--- src/rtl/icc_pkg.sv ---
package icc_pkg;

   localparam int ICC_ADDR_W = 3;

   typedef enum logic [ICC_ADDR_W-1:0] {
      RA_CAUSE = 3'd0,
      RA_CSET  = 3'd1,
      RA_MSET  = 3'd2,
      RA_MCLR  = 3'd3,
      RA_AMSK  = 3'd4,
      RA_CTRL  = 3'd5
   } icc_addr_e;

   typedef struct packed {
      logic cause_ack;
      logic cause_raise;
      logic mask_en;
      logic mask_dis;
      logic amsk_wr;
      logic ctrl_wr;
   } icc_wr_t;

endpackage

--- src/rtl/icc_regbus.sv ---
module icc_regbus
   import icc_pkg::*;
#(
   parameter int DATA_W = 32
) (
   input  logic                  bus_we,
   input  logic [ICC_ADDR_W-1:0] bus_addr,
   input  logic [DATA_W-1:0]     cause_view,
   input  logic [DATA_W-1:0]     mask_q,
   input  logic [DATA_W-1:0]     amsk_q,
   input  logic                  am_en_q,
   output icc_wr_t               wr,
   output logic [DATA_W-1:0]     bus_rdata
);

   always_comb begin
      wr             = '0;
      wr.cause_ack   = bus_we && (bus_addr == RA_CAUSE);
      wr.cause_raise = bus_we && (bus_addr == RA_CSET);
      wr.mask_en     = bus_we && (bus_addr == RA_MSET);
      wr.mask_dis    = bus_we && (bus_addr == RA_MCLR);
      wr.amsk_wr     = bus_we && (bus_addr == RA_AMSK);
      wr.ctrl_wr     = bus_we && (bus_addr == RA_CTRL);
   end

   always_comb begin
      bus_rdata = '0;
      case (bus_addr)
         RA_CAUSE: bus_rdata = cause_view;
         RA_MSET:  bus_rdata = mask_q;
         RA_AMSK:  bus_rdata = amsk_q;
         RA_CTRL:  bus_rdata[0] = am_en_q;
         default:  bus_rdata = '0;
      endcase
   end

endmodule

--- src/rtl/icc_cause_store.sv ---
module icc_cause_store #(
   parameter int                DATA_W      = 32,
   parameter int                OTHER_BIT   = 24,
   parameter int                ASSERT_BIT  = 31,
   parameter logic [DATA_W-1:0] OTHER_GROUP = 32'h0007_0244
) (
   input  logic              clk,
   input  logic              rst_n,
   input  logic [DATA_W-1:0] evt_i,
   input  logic              ack_stb,
   input  logic              raise_stb,
   input  logic [DATA_W-1:0] wdata,
   input  logic [DATA_W-1:0] mask_q,
   output logic [DATA_W-1:0] cause_view,
   output logic              asserted
);

   logic [DATA_W-1:0] raw_q;
   logic [DATA_W-1:0] set_vec;
   logic [DATA_W-1:0] clr_vec;
   logic [DATA_W-1:0] pend;

   always_comb begin
      set_vec = evt_i | (raise_stb ? wdata : '0);
      clr_vec = '0;
      if (ack_stb) begin
         clr_vec = wdata;
         if (wdata[OTHER_BIT]) clr_vec = clr_vec | OTHER_GROUP;
      end
   end

   for (genvar i = 0; i < DATA_W; i++) begin : g_bit
      if (i == OTHER_BIT || i == ASSERT_BIT) begin : g_derived
         assign raw_q[i] = 1'b0;
      end else begin : g_stored
         logic bit_q;
         always_ff @(posedge clk or negedge rst_n) begin
            if (!rst_n)            bit_q <= 1'b0;
            else if (set_vec[i])   bit_q <= 1'b1;
            else if (clr_vec[i])   bit_q <= 1'b0;
         end
         assign raw_q[i] = bit_q;
      end
   end

   always_comb begin
      cause_view            = raw_q;
      cause_view[OTHER_BIT] = |(raw_q & OTHER_GROUP);
      pend                  = cause_view & mask_q;
      pend[ASSERT_BIT]      = 1'b0;
      asserted              = |pend;
      cause_view[ASSERT_BIT] = asserted;
   end

endmodule

--- src/rtl/icc_mask_ctrl.sv ---
module icc_mask_ctrl
   import icc_pkg::*;
#(
   parameter int DATA_W = 32
) (
   input  logic              clk,
   input  logic              rst_n,
   input  icc_wr_t           wr,
   input  logic [DATA_W-1:0] wdata,
   input  logic              asserted,
   output logic [DATA_W-1:0] mask_q,
   output logic [DATA_W-1:0] amsk_q,
   output logic              am_en_q
);

   logic auto_fire;

   assign auto_fire = wr.cause_ack && asserted && am_en_q;

   always_ff @(posedge clk or negedge rst_n) begin
      if (!rst_n) begin
         mask_q  <= '0;
         amsk_q  <= '0;
         am_en_q <= 1'b0;
      end else begin
         if (wr.mask_en)       mask_q <= mask_q | wdata;
         else if (wr.mask_dis) mask_q <= mask_q & ~wdata;
         else if (auto_fire)   mask_q <= mask_q & ~amsk_q;
         if (wr.amsk_wr)       amsk_q <= wdata;
         if (wr.ctrl_wr)       am_en_q <= wdata[0];
      end
   end

endmodule

--- src/rtl/intr_cause_ctrl.sv ---
module intr_cause_ctrl
   import icc_pkg::*;
#(
   parameter int                DATA_W      = 32,
   parameter int                OTHER_BIT   = 24,
   parameter int                ASSERT_BIT  = 31,
   parameter logic [DATA_W-1:0] OTHER_GROUP = 32'h0007_0244
) (
   input  logic                  clk,
   input  logic                  rst_n,
   input  logic                  bus_we,
   input  logic [ICC_ADDR_W-1:0] bus_addr,
   input  logic [DATA_W-1:0]     bus_wdata,
   output logic [DATA_W-1:0]     bus_rdata,
   input  logic [DATA_W-1:0]     evt_i,
   output logic                  irq_o
);

   if (OTHER_BIT >= DATA_W || ASSERT_BIT >= DATA_W || OTHER_BIT == ASSERT_BIT) begin : g_bad_pos
      $error("intr_cause_ctrl: summary bit positions out of range or equal");
   end
   if (OTHER_GROUP[OTHER_BIT] || OTHER_GROUP[ASSERT_BIT] || OTHER_GROUP == '0) begin : g_bad_grp
      $error("intr_cause_ctrl: group must be nonempty and exclude summary bits");
   end

   icc_wr_t           wr;
   logic [DATA_W-1:0] cause_view;
   logic [DATA_W-1:0] mask_q;
   logic [DATA_W-1:0] amsk_q;
   logic              am_en_q;
   logic              asserted;

   icc_regbus #(.DATA_W(DATA_W)) u_bus (
      .bus_we     (bus_we),
      .bus_addr   (bus_addr),
      .cause_view (cause_view),
      .mask_q     (mask_q),
      .amsk_q     (amsk_q),
      .am_en_q    (am_en_q),
      .wr         (wr),
      .bus_rdata  (bus_rdata)
   );

   icc_cause_store #(
      .DATA_W      (DATA_W),
      .OTHER_BIT   (OTHER_BIT),
      .ASSERT_BIT  (ASSERT_BIT),
      .OTHER_GROUP (OTHER_GROUP)
   ) u_cause (
      .clk        (clk),
      .rst_n      (rst_n),
      .evt_i      (evt_i),
      .ack_stb    (wr.cause_ack),
      .raise_stb  (wr.cause_raise),
      .wdata      (bus_wdata),
      .mask_q     (mask_q),
      .cause_view (cause_view),
      .asserted   (asserted)
   );

   icc_mask_ctrl #(.DATA_W(DATA_W)) u_mask (
      .clk      (clk),
      .rst_n    (rst_n),
      .wr       (wr),
      .wdata    (bus_wdata),
      .asserted (asserted),
      .mask_q   (mask_q),
      .amsk_q   (amsk_q),
      .am_en_q  (am_en_q)
   );

   assign irq_o = asserted;

endmodule

--- config.mk ---
export PLATFORM = sky130hd
export DESIGN_NAME = intr_cause_ctrl
export DESIGN_NICKNAME = d
export VERILOG_FILES = /design/src/rtl/icc_pkg.sv /design/src/rtl/icc_regbus.sv /design/src/rtl/icc_cause_store.sv /design/src/rtl/icc_mask_ctrl.sv /design/src/rtl/intr_cause_ctrl.sv
export SDC_FILE = /design/constraint.sdc
export NUM_CORES = 1
export LEC_CHECK = 0
export BUFFER_PORTS_ARGS = -buffer_cell sky130_fd_sc_hd__buf_2
export CORE_MARGIN = 4
export CORE_UTILIZATION = 40
export DETAILED_ROUTE_END_ITERATION = 8
export PLACE_DENSITY = 0.7
export SYNTH_ARGS = -nofsm -noshare
export SYNTH_HDL_FRONTEND = slang
export SYNTH_SLANG_ARGS = --single-unit
--- constraint.sdc ---
create_clock -name clk -period 4.8 [get_ports clk]
set_input_delay 0.48 -clock clk [delete_from_list [all_inputs] [get_ports clk]]
set_output_delay 0.48 -clock clk [all_outputs]
set_load 0.005 [all_outputs]
==> run metrics <==
status completed; Final Cycle Share 0.572; Routed WL 14500 um; Routed Antenna Nets 0; RSZ-0062 raised after global routing no; max_cap viols 0; Synth Area in Compound Gates 0.286; CP endpoint kind output pin; largest net degree at the start of global routing 64; die area 14700 sq um; n_diodes 0; DRC viols 0; CTS Buffer Depth 2; Nets 650; crit path max fanout 5; CTS sink count 95; Wirelength per Cell 19.2 um; syn nets 571; Vias/cell 5.96; CP startpoint kind register; fin cells 757; first-pass GRT wire length 23500 um; Yosys top cell by area dfrtp_1; library cells used by synthesis 33; Period minus WS final 2750 ps; CTS Buf Count 9; grt total ovfl 0; Die W 121 um; Clock Latency Late Sink 340 ps; Fmax achieved 364 MHz; initial core utilization 0.408; critical path class reg2out; port bufs 100; clock slew at reported path FFs 60 ps; register area share after synthesis 0.464; post-synth top area share 0.464; post-route core utilization 0.484; area of the core 12600 sq um; DR pass1 iterations 5; Post-Syn Area 5120 sq um; Final Max Tran Viols 0; Area Growth Syn to Fin 18.7%; setup_tns 0 ps; top post-synthesis cells by area dfrtp_1 (46%), mux2_2 (7.0%), a21oi_1 (6.3%); Root Driver clkbuf_16; Worst Skew 6.47 ps; initial antenna violation count 2; PD cells 382 nW/um^2; LEAKAGE 2.61 nW; adder-cell area share of the yosys netlist 0; Syn Inst Count 501; Vias 4511; simple-gate share of the synthesized area 0.0784; Final GP Congestion 0.801; Post-CTS Setup Bufs 0; Worst Path Required 4320 ps; area occupied by registers 2380 sq um; final hold violations 0; area of the multi-input gates 2570 sq um; CTS tree done; H-tree depth 3; Slew HR 0.375; Min-Delay Path Class in2async; GRT Total Usage 0.203; Layout fillers 1170; dpl cells 741; depth of the worst register-to-register path 6; First DRT Iteration DRCs 312; number of synthesized register bits 95; vias in the first global route 4477; Least-Margin Pin Slew 937 ps; dpl hpwl 9500 um; IO Pins 103; Setup violations, final 0; Syn. warnings 0; Post-CTS Resized 0; CP arrival 2270 ps; maximum vdd drop 0.209 mV; Hold-fix buffers, CTS 0; Die Ht 121 um; synthesized area per cell 10.2 sq um; Cell Rows 41; mux share of post-synthesis cell area 0.133; post-synthesis xor/xnor area fraction 0; share of layout cells above drive strength 1 0.333; main combinational cell family by area after synthesis compound AO/OA/AOI/OAI gates
-- metrics by stage --
step | hold slack [ps] | setup WS [ps] | area, sq um | power [mW]
after floorplan | 184 | 2860 | 5120 | 1.38
after global placement | 439 | 1930 | 5760 | 1.53
after detailed placement | 452 | 1930 | 5760 | 1.55
after CTS | 87.5 | 2050 | 6080 | 2.35
after global routing | 98.0 | 1870 | 6080 | 2.45
final | 73.5 | 2050 | 6080 | 2.33
-- worst max-delay path, cell delays in order, from the launching register on --
cell and delay, ps:
dfrtp_1 400, a22oi_1 390, nand4_1 240, nor4_4 450, a311o_1 220, a21oi_1 70
buf_2 140
-- power by group --
part	switching (mW)	internal, mW
sequential	0.112	0.941
clock	0.300	0.485
combinational	0.239	0.249
-- Yosys cell counts (all sizes together) --
cell    number
dfrtp       95
a21oi       66
nor2        63
mux2        33
mux2i       31
a31o        30
a31oi       30
a311o       25
a21boi      24
clkbuf      23
buf         21
a22oi       15
a21o        12
nand4        6
o21ai        6
nand2        5
nand3        3
and3         2
nor3         2
nor4         2
a311oi       1
inv          1
nor2b        1
nor3b        1
nor4bb       1
o32ai        1
or2          1
-- state kept, by name, indices dropped and copies added, names as in the netlist --
register,flops
u_mask.amsk_q,32
u_mask.mask_q,32
u_cause.g_bit.g_stored.bit_q,30
u_mask.am_en_q,1
-- cell type report --
| cell class | count | area share |
|---|---|---|
| tap | 172 | 0.0354 |
| clock inverter | 3 | 0.0107 |
| multi-input combinational | 361 | 0.422 |
| inverter | 1 | 0.000617 |
| timing repair buffer | 112 | 0.0975 |
| clock buffer | 13 | 0.0428 |
| sequential | 95 | 0.391 |
-- final timing paths --
path | from | end | slack [ps]
min in group clk | evt_i[16] | u_cause.g_bit[16].g_stored.bit_q | 310
setup / recovery | u_cause.g_bit[7].g_stored.bit_q | bus_rdata[31] | 2050
hold / removal | rst_n | u_cause.g_bit[7].g_stored.bit_q | 70
max in group asynchronous | rst_n | u_cause.g_bit[26].g_stored.bit_q | 3530
hold reg to reg | u_mask.amsk_q[8] | u_mask.mask_q[8] | 460
setup reg to reg | u_cause.g_bit[7].g_stored.bit_q | u_mask.mask_q[15] | 2540
-- cell usage in the layout (no fill, tap or decap), types with 2 or more instances in the layout --
master     instances
buf_2             99
a22oi_1           15
a21oi_1           65
clkbuf_8           2
clkbuf_1           2
a21boi_0          24
nor2_1            62
and3_1             2
nand3_1            3
mux2_2            32
buf_4             13
a31oi_1           30
a311o_1           25
o21ai_0            6
dfrtp_1           95
nand4_1            6
bufinv_16          2
nand2_1            5
clkbuf_16          9
a21o_1            12
mux2i_1           31
nor3_1             2
a31o_2            30
-- layer usage --
layer  global-route usage  vias to the layer above  wire length (um)
met2                0.323                      147              6830
li1                     -                     2067                 -
met5                    0                        -                25
met4               0.0490                        4               163
met1                0.280                     2274              6650
met3               0.0527                       19               865
-- cells by family (layout without fill, tap and decap cells) --
logic type,count (synthesis),after routing
AOI/OAI and AO/OA,210,210
DFF,95,95
muxes,64,64
buffers and inverters,45,129
and+or+nand+nor,87,87
Note: power is estimated with default switching activity, not from simulation.
